### config.mk
export PLATFORM = sky130hd
export DESIGN_NAME = sram_turn_sched
export DESIGN_NICKNAME = d
export VERILOG_FILES = /design/src/rtl/sts_pkg.sv /design/src/rtl/sts_gap_table.sv /design/src/rtl/sts_turn_ctrl.sv /design/src/rtl/sts_cmd_reg.sv /design/src/rtl/sram_turn_sched.sv
export SDC_FILE = /design/constraint.sdc
export NUM_CORES = 1
export LEC_CHECK = 0
export BUFFER_PORTS_ARGS = -buffer_cell sky130_fd_sc_hd__buf_2
export CAP_MARGIN = 5
export CORE_UTILIZATION = 48
export CTS_CLUSTER_DIAMETER = 80
export CTS_CLUSTER_SIZE = 14
export DETAILED_ROUTE_END_ITERATION = 10
export PLACE_DENSITY = 0.74
export SLEW_MARGIN = 10
export SYNTH_ARGS = -nofsm -noshare
export SYNTH_HDL_FRONTEND = slang
export SYNTH_HIERARCHICAL = 1
export SYNTH_SLANG_ARGS = --single-unit
### constraint.sdc
create_clock -name clk -period 5 [get_ports clk]
set_clock_uncertainty 0.1 [all_clocks]
set_input_delay 0.75 -clock clk [delete_from_list [all_inputs] [get_ports clk]]
set_output_delay 0.75 -clock clk [all_outputs]
set_load 0.03 [all_outputs]
### src/rtl/sts_pkg.sv
package sts_pkg;
  // Pin pair encoding: bit 1 = LD, bit 0 = R/W
  typedef enum logic [1:0] {
    CMD_WR   = 2'b00,
    CMD_RD   = 2'b01,
    CMD_NOPW = 2'b10,
    CMD_NOPR = 2'b11
  } cmd_e;

  function automatic cmd_e nop_for(input logic rd);
    return rd ? CMD_NOPR : CMD_NOPW;
  endfunction

  function automatic cmd_e access_for(input logic rd);
    return rd ? CMD_RD : CMD_WR;
  endfunction
endpackage

### src/rtl/sts_gap_table.sv
module sts_gap_table #(
  parameter int CNT_W       = 3,
  parameter int L2_W2R_NOPW = 0,
  parameter int L2_W2R_NOPR = 2,
  parameter int L2_R2W_NOPR = 2,
  parameter int L2_R2W_NOPW = 3,
  parameter int L3_W2R_NOPW = 0,
  parameter int L3_W2R_NOPR = 1,
  parameter int L3_R2W_NOPR = 3,
  parameter int L3_R2W_NOPW = 3
) (
  input  logic             old_rd,
  input  logic             lat3,
  output logic [CNT_W-1:0] n_old,
  output logic [CNT_W-1:0] n_new
);
  // First run uses the no-op type of the old direction, second run the new one
  always_comb begin
    if (old_rd) begin
      n_old = lat3 ? CNT_W'(L3_R2W_NOPR) : CNT_W'(L2_R2W_NOPR);
      n_new = lat3 ? CNT_W'(L3_R2W_NOPW) : CNT_W'(L2_R2W_NOPW);
    end else begin
      n_old = lat3 ? CNT_W'(L3_W2R_NOPW) : CNT_W'(L2_W2R_NOPW);
      n_new = lat3 ? CNT_W'(L3_W2R_NOPR) : CNT_W'(L2_W2R_NOPR);
    end
  end
endmodule

### src/rtl/sts_turn_ctrl.sv
module sts_turn_ctrl
  import sts_pkg::*;
#(
  parameter int PAIR_AW     = 20,
  parameter int CNT_W       = 3,
  parameter int L2_W2R_NOPW = 0,
  parameter int L2_W2R_NOPR = 2,
  parameter int L2_R2W_NOPR = 2,
  parameter int L2_R2W_NOPW = 3,
  parameter int L3_W2R_NOPW = 0,
  parameter int L3_W2R_NOPR = 1,
  parameter int L3_R2W_NOPR = 3,
  parameter int L3_R2W_NOPW = 3
) (
  input  logic               clk,
  input  logic               rst,
  input  logic               lat3,
  input  logic               req_valid,
  input  logic               req_is_rd,
  input  logic [PAIR_AW-1:0] req_addr,
  output logic               req_ready,
  output cmd_e               nxt_cmd,
  output logic [PAIR_AW-1:0] nxt_addr,
  output logic               nxt_addr_en
);
  logic             dir_rd, tgt_rd;
  logic [CNT_W-1:0] cnt_a, cnt_b;
  logic [CNT_W-1:0] g_old, g_new;
  logic [CNT_W-1:0] eff_a, eff_b, n_a, n_b;
  logic             eff_tgt, n_dir, n_tgt;
  logic             busy, mismatch, issue;

  sts_gap_table #(
    .CNT_W(CNT_W),
    .L2_W2R_NOPW(L2_W2R_NOPW), .L2_W2R_NOPR(L2_W2R_NOPR),
    .L2_R2W_NOPR(L2_R2W_NOPR), .L2_R2W_NOPW(L2_R2W_NOPW),
    .L3_W2R_NOPW(L3_W2R_NOPW), .L3_W2R_NOPR(L3_W2R_NOPR),
    .L3_R2W_NOPR(L3_R2W_NOPR), .L3_R2W_NOPW(L3_R2W_NOPW)
  ) gap_i (
    .old_rd(dir_rd),
    .lat3  (lat3),
    .n_old (g_old),
    .n_new (g_new)
  );

  assign busy      = (cnt_a != '0) || (cnt_b != '0);
  assign mismatch  = !busy && req_valid && (req_is_rd != dir_rd);
  assign eff_a     = busy ? cnt_a : (mismatch ? g_old : '0);
  assign eff_b     = busy ? cnt_b : (mismatch ? g_new : '0);
  assign eff_tgt   = busy ? tgt_rd : req_is_rd;
  assign req_ready = !busy && (!mismatch || ((g_old == '0) && (g_new == '0)));
  assign issue     = req_valid && req_ready;

  always_comb begin
    nxt_cmd     = nop_for(dir_rd);
    nxt_addr    = req_addr;
    nxt_addr_en = 1'b0;
    n_dir       = dir_rd;
    n_tgt       = tgt_rd;
    n_a         = '0;
    n_b         = '0;
    if (eff_a != '0) begin
      nxt_cmd = nop_for(dir_rd);
      n_a     = eff_a - CNT_W'(1);
      n_b     = eff_b;
      n_tgt   = eff_tgt;
    end else if (eff_b != '0) begin
      nxt_cmd = nop_for(eff_tgt);
      n_dir   = eff_tgt;
      n_b     = eff_b - CNT_W'(1);
      n_tgt   = eff_tgt;
    end else if (issue) begin
      nxt_cmd     = access_for(req_is_rd);
      nxt_addr_en = 1'b1;
      n_dir       = req_is_rd;
    end
  end

  always_ff @(posedge clk) begin
    if (rst) begin
      dir_rd <= 1'b0;
      tgt_rd <= 1'b0;
      cnt_a  <= '0;
      cnt_b  <= '0;
    end else begin
      dir_rd <= n_dir;
      tgt_rd <= n_tgt;
      cnt_a  <= n_a;
      cnt_b  <= n_b;
    end
  end


  ready_gap_chk: assert property (@(posedge clk) disable iff (rst)
    busy |-> !req_ready);


  no_issue_in_gap_chk: assert property (@(posedge clk) disable iff (rst)
    busy |-> !nxt_addr_en);
endmodule

### src/rtl/sts_cmd_reg.sv
module sts_cmd_reg
  import sts_pkg::*;
#(
  parameter int PAIR_AW = 20
) (
  input  logic               clk,
  input  logic               rst,
  input  cmd_e               nxt_cmd,
  input  logic [PAIR_AW-1:0] nxt_addr,
  input  logic               nxt_addr_en,
  output logic               cmd_ld,
  output logic               cmd_rw,
  output logic [PAIR_AW-1:0] cmd_addr
);
  always_ff @(posedge clk) begin
    if (rst) begin
      cmd_ld   <= 1'b1;
      cmd_rw   <= 1'b0;
      cmd_addr <= '0;
    end else begin
      {cmd_ld, cmd_rw} <= nxt_cmd;
      if (nxt_addr_en) cmd_addr <= nxt_addr;
    end
  end
endmodule

### src/rtl/sram_turn_sched.sv
module sram_turn_sched
  import sts_pkg::*;
#(
  parameter int PAIR_AW     = 20,
  parameter int CNT_W       = 3,
  parameter int L2_W2R_NOPW = 0,
  parameter int L2_W2R_NOPR = 2,
  parameter int L2_R2W_NOPR = 2,
  parameter int L2_R2W_NOPW = 3,
  parameter int L3_W2R_NOPW = 0,
  parameter int L3_W2R_NOPR = 1,
  parameter int L3_R2W_NOPR = 3,
  parameter int L3_R2W_NOPW = 3
) (
  input  logic               clk,
  input  logic               rst,
  input  logic               lat3_sel,
  input  logic               req_valid,
  output logic               req_ready,
  input  logic               req_is_rd,
  input  logic [PAIR_AW-1:0] req_addr,
  output logic               cmd_ld,
  output logic               cmd_rw,
  output logic [PAIR_AW-1:0] cmd_addr
);
  cmd_e               nxt_cmd;
  logic [PAIR_AW-1:0] nxt_addr;
  logic               nxt_addr_en;

  sts_turn_ctrl #(
    .PAIR_AW(PAIR_AW), .CNT_W(CNT_W),
    .L2_W2R_NOPW(L2_W2R_NOPW), .L2_W2R_NOPR(L2_W2R_NOPR),
    .L2_R2W_NOPR(L2_R2W_NOPR), .L2_R2W_NOPW(L2_R2W_NOPW),
    .L3_W2R_NOPW(L3_W2R_NOPW), .L3_W2R_NOPR(L3_W2R_NOPR),
    .L3_R2W_NOPR(L3_R2W_NOPR), .L3_R2W_NOPW(L3_R2W_NOPW)
  ) ctrl_i (
    .clk        (clk),
    .rst        (rst),
    .lat3       (lat3_sel),
    .req_valid  (req_valid),
    .req_is_rd  (req_is_rd),
    .req_addr   (req_addr),
    .req_ready  (req_ready),
    .nxt_cmd    (nxt_cmd),
    .nxt_addr   (nxt_addr),
    .nxt_addr_en(nxt_addr_en)
  );

  sts_cmd_reg #(.PAIR_AW(PAIR_AW)) out_i (
    .clk        (clk),
    .rst        (rst),
    .nxt_cmd    (nxt_cmd),
    .nxt_addr   (nxt_addr),
    .nxt_addr_en(nxt_addr_en),
    .cmd_ld     (cmd_ld),
    .cmd_rw     (cmd_rw),
    .cmd_addr   (cmd_addr)
  );


  rd_follow_chk: assert property (@(posedge clk) disable iff (rst)
    (!cmd_ld && cmd_rw) |=> cmd_rw);


  issue_dir_chk: assert property (@(posedge clk) disable iff (rst)
    (req_valid && req_ready) |=> (!cmd_ld && (cmd_rw == $past(req_is_rd))));


  issue_addr_chk: assert property (@(posedge clk) disable iff (rst)
    (req_valid && req_ready) |=> (cmd_addr == $past(req_addr)));


  wr2rd_gap_chk: assert property (@(posedge clk) disable iff (rst)
    (!cmd_ld && cmd_rw) |-> !$past(!cmd_ld && !cmd_rw));


  rd2wr_gap_chk: assert property (@(posedge clk) disable iff (rst)
    (!cmd_ld && !cmd_rw) |-> (!$past(!cmd_ld && cmd_rw, 1) && !$past(!cmd_ld && cmd_rw, 2)));
endmodule

Word level (Yosys, flattened, before mapping)
Cells that the tools add are included.
{ "classes": {"bitwise_logic": 1, "n_addsub": 2, "reduce_logical": 19, "n_eq_ne": 1, "mux": 24} }
{ "ops": {"columns": ["cell", "n"], "rows": [
  ["$mux 3", 8],
  ["$mux 1", 12],
  ["$reduce_bool 3->1", 4],
  ["$mux 2", 4],
  ["$logic_not 3->1", 2],
  ["$sub 3x1->3 const B", 2],
  ["$logic_and 1x1->1", 5],
  ["$reduce_bool 2->1", 2],
  ["$logic_not 1->1", 2],
  ["$logic_or 1x1->1", 2],
  ["$reduce_and 2->1", 1],
  ["$reduce_or 2->1", 1],
  ["$ne 1x1->1", 1],
  ["$not 1->1", 1]
]} }
{ "totals": {"reg_bits": 30, "word_cells": 54, "out_inout_bits": 23, "input_bits": 25} }

Logic depth before layout (Yosys ltp)
Gate-level depths: netlist (run 1).
{ "logic_depth": {"depth_word": 12, "depth_mapped": 11, "ltp_nobuf": 10} }

By module
The synthesis (run 1) kept the hierarchy.
{ "modules_own_cells": {"columns": ["mod", "cells_per_inst", "n_inst", "area_per_inst_um2", "seq_area_each_um2"], "rows": [
  ["sts_cmd_reg", 68, 1, 759.5, 440.4],
  ["sts_turn_ctrl", 89, 1, 721.9, 160.2],
  ["sts_gap_table", 7, 1, 46.3, 0.0]
]} }

Least setup slack after synthesis (run 1)
No wires, ideal clock.
{ "synth_path": {"kind": "input -> register", "from": "input req_is_rd", "to": "register ctrl_i.cnt_b[1]", "stages": 10, "required_time_ns": 4.830, "path_buffers": 1, "t_arrival_ns": 2.760, "setup_time_ns": 0.070, "path_slack_ns": 2.070, "path_cell_list": "xnor2_1 nor4_4 a21oi_1 ha_1 ha_1 clkbuf_1 inv_1 a211o_2 or3_1 a21oi_1"} }
{ "synth_via": {"elab_chain_cells": 7, "elab_cells_between_ends": 11, "classes_between": "add/sub: 1; eq/ne: 1; mux: 6; reduce/logical: 3"} }
{ "synth_rtl": {"columns": ["element", "line", "text"], "rows": [
  ["from (decl)", "sram_turn_sched.sv:20", "input logic req_is_rd,"],
  ["$ne 1x1->1 (*)", "sts_turn_ctrl.sv:47", "assign mismatch = !busy && req_valid && (req_is_rd != dir_rd);"],
  ["$logic_and 1x1->1 (*)", "sts_turn_ctrl.sv:47", null],
  ["$mux 3 (2 in series)", "sts_turn_ctrl.sv:49", "assign eff_b = busy ? cnt_b : (mismatch ? g_new : '0);"],
  ["$sub 3x1->3 or $reduce_bool 3->1 (tied branches)", "sts_turn_ctrl.sv:70, sts_turn_ctrl.sv:67", null],
  ["$mux 3", "sts_turn_ctrl.sv:67", "end else if (eff_b != '0) begin"],
  ["$mux 3 (*)", "sts_turn_ctrl.sv:62", "if (eff_a != '0) begin"],
  ["to (signal assigned)", "sts_turn_ctrl.sv:89", "cnt_b <= n_b;"],
  ["to (decl)", "sts_turn_ctrl.sv:27", "logic [CNT_W-1:0] cnt_a, cnt_b;"]
]} }
Every way passes the cells marked *; elsewhere a longest branch is shown, timed or not.
A chain may end at the register's enable or synchronous reset.

Worst setup path after layout (run 1)
{ "layout_path": {"from": "register ctrl_i.cnt_b[2]", "to": "register out_i.cmd_addr[8]"} }
{ "layout_via": {"elab_chain_cells": 12, "elab_cells_between_ends": 18, "classes_between": "mux: 7; reduce/logical: 11"} }
{ "layout_rtl": {"columns": ["element", "line", "text"], "rows": [
  ["$reduce_bool 3->1", "sts_turn_ctrl.sv:46", "assign busy = (cnt_a != '0) || (cnt_b != '0);"],
  ["$logic_or 1x1->1", "sts_turn_ctrl.sv:46", null],
  ["$logic_not 1->1", "sts_turn_ctrl.sv:47, sts_turn_ctrl.sv:51", null],
  ["$logic_and 1x1->1 (2 in series)", "sts_turn_ctrl.sv:47", null],
  ["$logic_not 1->1", "sts_turn_ctrl.sv:51", "assign req_ready = !busy && (!mismatch || ((g_old == '0) && (g_new == '0)));"],
  ["$logic_or 1x1->1", "sts_turn_ctrl.sv:51", null],
  ["$logic_and 1x1->1", "sts_turn_ctrl.sv:51", null],
  ["$logic_and 1x1->1", "sts_turn_ctrl.sv:52", "assign issue = req_valid && req_ready;"],
  ["$mux 1", "sts_turn_ctrl.sv:72", "end else if (issue) begin"],
  ["$mux 1", "sts_turn_ctrl.sv:67", null],
  ["$mux 1 (*)", "sts_turn_ctrl.sv:62", null],
  ["named net nxt_addr_en", "sram_turn_sched.sv:28", "logic nxt_addr_en;"],
  ["to (signal assigned)", "sts_cmd_reg.sv:22", "if (nxt_addr_en) cmd_addr <= nxt_addr;"],
  ["to (decl)", "sts_cmd_reg.sv:13", "output logic [PAIR_AW-1:0] cmd_addr"]
]} }
Mark *: on every way through the listed nets, which the timed path passes. The rest lies on a longest branch.

==> results of run 1 <==
## where the power goes
group	internal (mW)	total, mW	switching (mW)	leakage (nW)
Clock	0.105	0.191	0.0865	0.0374
Combinational	0.182	0.451	0.269	0.498
Sequential	0.288	0.317	0.0291	0.244
## routing by layer
layer | track usage | share of wire | vias up
met3 | 0.04835 | 0.052 | 6
li1 | - | - | 580
met2 | 0.2841 | 0.49 | 40
met4 | 0.1224 | 0.017 | 0
met1 | 0.2005 | 0.44 | 506
met5 | 0 | 0 | -
## cells by family after synthesis
family	after synthesis
AO/OA/AOI/OAI	17
XOR/XNOR	1
adder cells (fa/ha/maj)	5
buffers and inverters	34
flip-flops	30
multiplexers	24
other	1
AND/OR/NAND/NOR	52
## sequential cells by signal, indices dropped and copies added, names as in the netlist
register and flops:
ctrl_i/dir_rd 1, out_i/cmd_rw 1, out_i/cmd_addr 20, ctrl_i/cnt_a 3
out_i/cmd_ld 1, ctrl_i/tgt_rd 1, ctrl_i/cnt_b 3
## critical path: stages (launching register included)
cell	delay, ns
dfxtp_1	0.34
or4_4	0.57
nor4_4	0.43
a21oi_1	0.15
ha_1	0.24
ha_1	0.30
nand2_1	0.14
nor2_2	0.04
buf_4	0.23
mux2i_1	0.21
nor2_1	0.06
## per-stage QoR
stage / std cells / setup slack [ns] / cell area, um^2 / utilization / hold slack [ns]
2_1_floorplan: 165 / 2.070 / 1531 / - / 0.3820
3_3_place_gp: 228 / 1.921 / 1609 / 0.5314 / 0.3704
5_1_grt: 236 / 1.839 / 1692 / 0.5587 / 0.4357
4_1_cts: 236 / 2.040 / 1692 / 0.5587 / 0.4079
3_5_place_dp: 228 / 1.795 / 1609 / 0.5314 / 0.3822
6_report: 236 / 2.043 / 1692 / 0.5587 / 0.4062
## layout make-up
class	instances	area, um^2
Inverter	5	18.77
Multi-Input combinational cell	101	691.9
Sequential cell	30	600.6
Fill cell	287	1336
Timing Repair Buffer	48	242.7
Clock buffer	5	37.54
Clock inverter	3	45.04
Tap cell	44	55.05
## cell usage after synthesis (all sizes together)
library cell	instances	area share
or3	1	0.0041
or4	1	0.0074
buf	27	0.14
a211oi	1	0.0049
mux2	1	0.0074
a21oi	8	0.029
a41o	1	0.0066
nor3	3	0.0098
a311oi	1	0.0057
clkbuf	2	0.0049
ha	5	0.041
mux2i	23	0.15
a2bb2oi	1	0.0057
conb	1	0.0025
or2	3	0.012
nand3	1	0.0033
o21ai	1	0.0033
a211o	1	0.0066
o22ai	1	0.0041
nor2b	1	0.0041
and2	2	0.0090
xnor2	1	0.0057
nand2	6	0.015
a21o	2	0.011
dfxtp	30	0.39
nor3b	1	0.0049
nor4	2	0.018
nor2	30	0.074
nand2b	1	0.0041
inv	5	0.012
## worst max path at each step
stage                                           from                               to  slack (ns)  cells after the start
after floorplan                            req_is_rd       ctrl_i/cnt_b[1]$_SDFF_PP0_        2.07                     10
after global placement                     req_is_rd       ctrl_i/cnt_b[1]$_SDFF_PP0_        1.92                     10
after detailed placement                   req_is_rd       ctrl_i/cnt_b[1]$_SDFF_PP0_        1.79                     10
after CTS                 ctrl_i/cnt_b[2]$_SDFF_PP0_  out_i/cmd_addr[16]$_SDFFE_PP0P_        2.04                     10
after global routing      ctrl_i/cnt_b[2]$_SDFF_PP0_   out_i/cmd_addr[8]$_SDFFE_PP0P_        1.84                     10
final                     ctrl_i/cnt_b[2]$_SDFF_PP0_   out_i/cmd_addr[8]$_SDFFE_PP0P_        2.04                     10
==> metrics, run 1 <==
Rows=20; CTS tree=done; hold path start=out_i/cmd_addr[12]$_SDFFE_PP0P_; DR iter-0 viols=21; Leak=between 0.7 and 0.8 nW; Critical Path Sink Type=flop; Critical Path Source Type=flop; total chip power=0.9593 mW; total CTS buffers=5; reg2reg path depth=10; status=finished, final reports clean; unrepaired setup endpoints after global routing=no; yosys warns=6; clock buffer depth=2; Final Hold Viols=0; GRT overflow=0; PwrDens=567.1 nW/um^2; Hold Path End=out_i/cmd_addr[12]$_SDFFE_PP0P_; HPWL Detailed=2.106 mm; clock root buffer=clkbuf_4; Die X=~58 um; Slew headroom=0.6512; fraction of layout cells with a size suffix above 1=0.3438; r2r startpoint=ctrl_i/cnt_b[2]$_SDFF_PP0_; post-CTS setup buffers=0; reg2reg setup slack=2.04 ns; Max IR drop VDD=0.2460 mV; Worst EP arrival=3.05 ns; total wire length=2.751 mm; Worst Tran Pin Value=0.5233 ns; gr usage total=0.1754; initial antenna violation count=0; post-CTS sizing=0; hold path cells=2; fin. max-slew vios=0; port bufs=47; Syn Area/Cell=approximately 9.3 um^2; endpoints failing setup=0; DRC Markers=0; cells after synthesis=about 160; number of antenna diodes=0; Die Ht=a little under 60 um; Synth Area in XOR/XNOR=0.005733; CP max FO=21; Hold Crit Class=reg2reg; drt pass-1 iters=4; first-pass GRT wire length=4.457 mm; commonest cells after routing, fill and taps aside=buf_2, dfxtp_1, nor2_1, mux2i_1, a21oi_1; Worst-path clk slew=0.09 ns; Cell variety after synth=38; Setup TNS Final=0 ns; simple-gate area share of the yosys netlist=0.1654; CP required=roughly 5.1 ns; CTS Hold Bufs=0; largest net degree at the start of global routing=31; starting density of the core=0.5045; clk_lat worst skew=0.33 ns; mapped cell area=1528 um^2; most common cell after layout, fill and taps aside=buf_2; Core Area=about 3000 um^2; adder-cell share of the synthesized area=0.04095; vias in the first global route=roughly 1,100; IO Pins=48; # clock sinks=30; routability cong.=0.8776; R2R Path End=out_i/cmd_addr[8]$_SDFFE_PP0P_; Fmax=between 0.3 and 0.4 GHz; sequential fraction of the synthesis area=0.3931; Die ar.=3412 um^2; CTS HTree Levels=2; Compound-Gate Fraction of Synth Area=0.07617; Antenna Nets Post-Route=0; largest family of logic cells by synthesized area=simple AND/OR/NAND/NOR gates; max-cap viol count=0; Setup Crit Path Kind=reg2reg; Wirelength per Cell=11.66 um; Final period util=0.5914; mux cell area share after synthesis=0.1581; via count=1,132; Via density=4.797; Period minus WS final=2.957 ns; Final nets=221; P&R area growth vs syn=10.73%; register bit total from synthesis=30
No activity file was read; power rests on OpenSTA's default activity.
==> run 2: changes to the inputs <==
--- a/config.mk
+++ b/config.mk
@@ -5,13 +5,14 @@
 export SDC_FILE = /design/constraint.sdc
 export NUM_CORES = 1
 export LEC_CHECK = 0
+export ABC_AREA = 1
 export BUFFER_PORTS_ARGS = -buffer_cell sky130_fd_sc_hd__buf_2
 export CAP_MARGIN = 5
 export CORE_UTILIZATION = 48
 export CTS_CLUSTER_DIAMETER = 80
 export CTS_CLUSTER_SIZE = 14
 export DETAILED_ROUTE_END_ITERATION = 10
-export PLACE_DENSITY = 0.74
+export PLACE_DENSITY = 0.72
 export SLEW_MARGIN = 10
 export SYNTH_ARGS = -nofsm -noshare
 export SYNTH_HDL_FRONTEND = slang
==> constraint.sdc (replaced) <==
create_clock -name clk -period 3.01 [get_ports clk]
set_clock_uncertainty 0.1 [all_clocks]
set_input_delay 0.4515 -clock clk [delete_from_list [all_inputs] [get_ports clk]]
set_output_delay 0.4515 -clock clk [all_outputs]
set_load 0.03 [all_outputs]
==> metrics, run 2 <==
Non-Filler Instances=335 (+42%); Die X=61.98 um (+6.1%); Final period util=0.8216 (+0.2303); GRT overflow=0 (unchanged); register bit total from synthesis=30 (unchanged); initial antenna violation count=0 (unchanged); fin. max-slew vios=0 (unchanged); routability cong.=0.8658 (-1.3%); drt pass-1 iters=4 (unchanged); endpoints failing setup=0 (unchanged); Cell variety after synth=24 (-37%); status=finished, final reports clean; Max IR drop VDD=0.4141 mV (+68%); clk_lat worst skew=0.32 ns (about the same); via count=1,394 (+23%); port bufs=47 (unchanged); most frequent cell after synthesis=nand2_1; total CTS buffers=5 (unchanged); Syn Area/Cell=6.616 um^2 (-29%); IO Pins=48 (unchanged); Die Ht=61.98 um (+6.1%); sequential fraction of the synthesis area=0.3478 (-0.04529); CP max FO=41 (+95%); CP required=3.12 ns (-1.97 ns); Post-synth EDFFs=0 (unchanged); starting density of the core=0.5094 (+0.004868); Critical Path Source Type=flop; Worst-path clk slew=0.09 ns (about the same); Largest register FFs=20 (unchanged); Rows=21 (+5.0%); Worst Tran Pin Value=0.5871 ns (+0.06385 ns); Period minus WS final=2.473 ns (-0.4837 ns); top flop regs=out_i/cmd_addr x20, ctrl_i/cnt_a x3, ctrl_i/cnt_b x3; Via density=4.161 (-13%); area leader, netlist=dfxtp_1; Final nets=318 (+44%); P&R area growth vs syn=8.768%; CTS HTree Levels=2 (unchanged); cells after synthesis=261 (+59%); total wire length=2.802 mm (+1.9%); mapped cell area=1727 um^2 (+13%); largest reg by FF count=out_i/cmd_addr; clock buffer depth=2 (unchanged); gr usage total=0.1615 (-0.01395); most common cell after layout, fill and taps aside=nand2_1; Die ar.=3841 um^2 (+13%); post-CTS setup buffers=0 (unchanged); Wirelength per Cell=8.364 um (-28%); max-cap viol count=0 (unchanged); Slew headroom=0.6082 (-0.04300); commonest cells after routing, fill and taps aside=nand2_1, nor2_1, buf_2, inv_1, dfxtp_1; fraction of layout cells with a size suffix above 1=0.2526 (-0.09115); Primary FF master, synth=dfxtp_1; Core Area=3390 um^2 (+12%); yosys warns=6 (unchanged); # clock sinks=30 (unchanged); FFs w/ async S/R, synth=0 (unchanged); post-CTS sizing=0 (unchanged); DR iter-0 viols=52 (+150%); DRC Markers=0 (unchanged); CTS Hold Bufs=0 (unchanged); placed cell area=1818 um^2 (+13%); clock root buffer=clkbuf_4; fin util=0.5541 (-0.004599); unrepaired setup endpoints after global routing=no; Worst EP arrival=2.59 ns (-0.46 ns); HPWL Detailed=2.132 mm (+1.2%); Leak=1.054 nW (+35%); Antenna Nets Post-Route=0 (unchanged); Hold Crit Class=in2reg; Final Hold Viols=0 (unchanged); dominant cells by area after synthesis=dfxtp_1, nand2_1, nor2_1; DP Cell Count=327 (+43%); total chip power=1.861 mW (+94%); Finished Cell Area=1878 um^2 (+11%); largest net degree at the start of global routing=42 (+35%); Critical Path Sink Type=flop; Setup TNS Final=0 ns (unchanged); number of antenna diodes=0 (unchanged); Fmax=0.4043 GHz (+20%); first-pass GRT wire length=4.464 mm (+0.16%); Setup Crit Path Kind=reg2reg; vias in the first global route=1,110 (+2.0%); PwrDens=991.0 nW/um^2 (+75%); share of the synthesized area in the top cell type=0.3478 (-0.04529); most instantiated cells after synthesis=nand2_1, nor2_1, inv_1; CTS tree=done
==> run 2: changes by cell type after synthesis, sizes merged, moves of 4 or more <==
cell,before,now
o21ai,1,5
nand2,6,65
inv,5,45
a21oi,8,4
mux2i,23,0
nand3,1,7
nor2,30,63
==> run 2: final cells by class <==
| cell class | count | area (um^2) |
|---|---|---|
| fillers | 326 | 1511 |
| multi-input cells | 158 | 735.7 |
| well taps | 46 | 57.56 |
| flip-flops and latches | 30 | 600.6 |
| clock inverters | 1 | 5.005 |
| repair buffers | 48 | 255.2 |
| inverters | 45 | 168.9 |
| clock buffers | 7 | 55.05 |
==> run 2: power by group <==
part | switching [mW] | leakage [nW] | internal [mW] | total [mW]
registers | 0.0627 | 0.244 | 0.510 | 0.573
logic | 0.678 | 0.775 | 0.365 | 1.04
clock network | 0.132 | 0.0353 | 0.113 | 0.245
==> run 2: kinds of logic after synthesis <==
group | share of synthesized area
compound gates | 0.04638
fa+ha+maj | 0.03623
buf+inv | 0.2297
flops | 0.3478
other cells | 0.002172
simple gates | 0.3377
==> run 2: path summary, 6_finish.rpt <==
kind | to | slack (ns) | from | cells past startpoint
max | out_i/cmd_ld$_SDFF_PP1_ | 0.54 | ctrl_i/dir_rd$_SDFFE_PP0P_ | 13
min | out_i/cmd_rw$_SDFF_PP0_ | 0.27 | rst | 2
max reg2reg | out_i/cmd_ld$_SDFF_PP1_ | 0.54 | ctrl_i/dir_rd$_SDFFE_PP0P_ | 13
min reg2reg | out_i/cmd_addr[6]$_SDFFE_PP0P_ | 0.37 | out_i/cmd_addr[6]$_SDFFE_PP0P_ | 2
==> run 2: metal layers <==
layer | up-vias | global-route usage | part of all wire
met3 | 2 | 0.07453 | 0.052
met2 | 33 | 0.2523 | 0.46
met5 | - | 0 | 0
li1 | 792 | - | -
met4 | 0 | 0.05714 | 0.0064
met1 | 567 | 0.1949 | 0.48
==> run 2: worst max-delay path, stage by stage (launching register included) <==
cell	delay (ns)
dfxtp_1	0.49
nand2_1	0.13
nand2_1	0.10
nor2_2	0.05
nand2_2	0.09
nor2_1	0.06
nor2_1	0.09
ha_1	0.15
ha_1	0.28
nand2_1	0.14
nor2_2	0.18
buf_12	0.21
inv_1	0.05
or2_2	0.26
==> run 2: metrics by stage <==
step	hold slack, ns	setup slack [ns]
finish	0.2691	0.5368
global route	0.2609	0.2732
CTS	0.2563	0.5284
detailed placement	0.3607	0.4601
global placement	0.3559	0.5042
floorplan	0.3463	0.7404
==> run 3: changes to the inputs <==
--- a/config.mk
+++ b/config.mk
@@ -8,11 +8,11 @@
 export ABC_AREA = 1
 export BUFFER_PORTS_ARGS = -buffer_cell sky130_fd_sc_hd__buf_2
 export CAP_MARGIN = 5
-export CORE_UTILIZATION = 48
+export CORE_UTILIZATION = 47
 export CTS_CLUSTER_DIAMETER = 80
 export CTS_CLUSTER_SIZE = 14
 export DETAILED_ROUTE_END_ITERATION = 10
-export PLACE_DENSITY = 0.72
+export PLACE_DENSITY = 0.74
 export SLEW_MARGIN = 10
 export SYNTH_ARGS = -nofsm -noshare
 export SYNTH_HDL_FRONTEND = slang
==> constraint.sdc (replaced) <==
create_clock -name clk -period 2.23 [get_ports clk]
set_clock_uncertainty 0.1 [all_clocks]
set_input_delay 0.3345 -clock clk [delete_from_list [all_inputs] [get_ports clk]]
set_output_delay 0.3345 -clock clk [all_outputs]
set_load 0.03 [all_outputs]
==> metrics, run 3 (same netlist as run 2, synthesis figures left out) <==
Fmax=0.4712 GHz (+17%); endpoints failing setup=0 (unchanged); Setup TNS Final=0 ns (unchanged); top flop regs=out_i/cmd_addr x20, ctrl_i/cnt_a x3, ctrl_i/cnt_b x3; DR iter-0 viols=61 (+17%); hold path start=rst; total chip power=2.805 mW (+51%); r2r startpoint=ctrl_i/cnt_b[1]$_SDFF_PP0_; Worst EP arrival=2.28 ns (-0.31 ns); # clock sinks=30 (unchanged); first-pass GRT wire length=5.195 mm (+16%); HPWL Detailed=2.184 mm (+2.5%); routability cong.=0.7923 (-8.5%); fin. max-slew vios=0 (unchanged); via count=1,478 (+6.0%); Critical Path Sink Type=flop; Die Ht=62.61 um (+1.0%); Finished Cell Area=2011 um^2 (+7.1%); DRC Markers=0 (unchanged); Final Hold Viols=0 (unchanged); Worst Tran Pin Value=0.5780 ns (-0.009120 ns); CTS tree=done; max-cap viol count=0 (unchanged); placed cell area=1856 um^2 (+2.1%); clock root buffer=clkbuf_4; starting density of the core=0.5055 (-0.003919); GRT overflow=0 (unchanged); clock buffer depth=2 (unchanged); Core Area=3416 um^2 (+0.78%); total CTS buffers=5 (unchanged); Die X=62.61 um (+1.0%); Critical Path Source Type=flop; multi-input logic area=768.2 um^2 (+4.4%); fraction of layout cells with a size suffix above 1=0.3043 (+0.05175); Antenna Nets Post-Route=0 (unchanged); Hold Crit Class=in2reg; DP Cell Count=332 (+1.5%); Leak=1.113 nW (+5.6%); PwrDens=1395 nW/um^2 (+41%); Period minus WS final=2.122 ns (-0.3508 ns); Wirelength per Cell=9.203 um (+10%); power share of the clock group=0.122 (-0.010); Max IR drop VDD=0.5506 mV (+33%); Final period util=0.9517 (+0.1301); initial antenna violation count=0 (unchanged); total wire length=3.175 mm (+13%); final hold slack=0.1407 ns (-0.1284 ns); Worst-path clk slew=0.09 ns (about the same); IO Pins=48 (unchanged); Flop pwr share=0.278 (-0.030); most common cell after layout, fill and taps aside=nand2_1; Reg area=604.3 um^2 (+0.63%); hold path cells=2 (unchanged); PnR worst setup slack=0.1076 ns (-0.4292 ns); sw frac=0.4604 (-0.008629); Largest register FFs=20 (unchanged); clk_lat worst skew=0.32 ns (about the same); Filler cells=335 (+2.8%); commonest cells after routing, fill and taps aside=nand2_1, nor2_1, buf_2, inv_1, dfxtp_1; vias in the first global route=1,293 (+16%); drt pass-1 iters=4 (unchanged); fin util=0.5886 (+0.03457); number of antenna diodes=0 (unchanged); Comb pwr share=0.600 (+0.040); Non-Filler Instances=345 (+3.0%); status=finished, final reports clean; reg2reg setup slack=0.11 ns (-0.43 ns); R2R Path End=ctrl_i/cnt_b[0]$_SDFF_PP0_; internal cell power=1.514 mW (+53%); Via density=4.284 (+3.0%); setup slack at placement=0.02062 ns (-0.4395 ns); port bufs=47 (unchanged); Setup Crit Path Kind=reg2reg; CP max FO=6 (-85%); CTS HTree Levels=2 (unchanged); reg2reg path depth=12 (-1); CTS Hold Bufs=0 (unchanged); P&R area growth vs syn=16.45%; largest reg by FF count=out_i/cmd_addr; CP required=2.38 ns (-0.74 ns); Rows=21 (unchanged); Slew headroom=0.6142 (+0.006087); Hold Path End=out_i/cmd_rw$_SDFF_PP0_; Die ar.=3920 um^2 (+2.1%); largest net degree at the start of global routing=37 (-12%); NetSw=1.292 mW (+48%); Final nets=328 (+3.1%); gr usage total=0.1667 (+0.005246)
run 3: cell types whose count changed in the layout (fill, tap and decap cells not counted), sizes merged:
cell,previous run,this run
clkinvlp,0,1
buf,48,57
run 3: worst max-delay path by stage:
stage,start,to,slack [ns],cells after the start
5_1_grt,ctrl_i/cnt_b[0]$_SDFF_PP0_,out_i/cmd_addr[3]$_SDFFE_PP0P_,-0.03,14
3_5_place_dp,req_is_rd,out_i/cmd_addr[6]$_SDFFE_PP0P_,0.02,15
4_1_cts,ctrl_i/dir_rd$_SDFFE_PP0P_,out_i/cmd_addr[6]$_SDFFE_PP0P_,0.03,13
3_3_place_gp,req_is_rd,out_i/cmd_addr[4]$_SDFFE_PP0P_,0.07,15
2_1_floorplan,ctrl_i/dir_rd$_SDFFE_PP0P_,out_i/cmd_ld$_SDFF_PP1_,0.01,11
6_report,ctrl_i/cnt_b[1]$_SDFF_PP0_,ctrl_i/cnt_b[0]$_SDFF_PP0_,0.11,12
run 3: worst max-delay path: stages (launching register included):
cell and delay [ns]:
dfxtp_1 0.33, nor2_2 0.16, nand2_1 0.11, nor2_4 0.13, nand2_2 0.08, nor2_4 0.10
nor2_1 0.05, ha_1 0.19, ha_1 0.24, buf_4 0.17, inv_1 0.06, nand2_1 0.14
o22ai_2 0.20
run 3: layout make-up:
class,count,area share
clock inverters,2,0.006223
inverters,45,0.08401
flip-flops and latches,30,0.3006
clock buffers,6,0.02551
repair buffers,58,0.1730
multi-input cells,158,0.3821
well taps,46,0.02862
run 3: routing by layer:
layer,vias up,wire length (um),GRT usage
li1,811,-,-
met1,629,1515,0.1987
met5,-,0,0
met2,34,1479,0.2758
met4,0,44,0.07849
met3,4,137,0.04562
run 3: power groups by stage:
stage | logic, mW | clock network, mW | registers [mW]
after CTS | 1.50 | 0.353 | 0.776
after detailed placement | 1.48 | 0 | 0.786
after global routing | 1.87 | 0.383 | 0.800
final | 1.68 | 0.341 | 0.781
after global placement | 1.47 | 0 | 0.784
after floorplan | 0.999 | 0 | 0.952
run 3: what timing repair did:
item                       CTS  global route
setup buffers                0             4
resized for setup            0            10
setup endpoints to repair    0            26
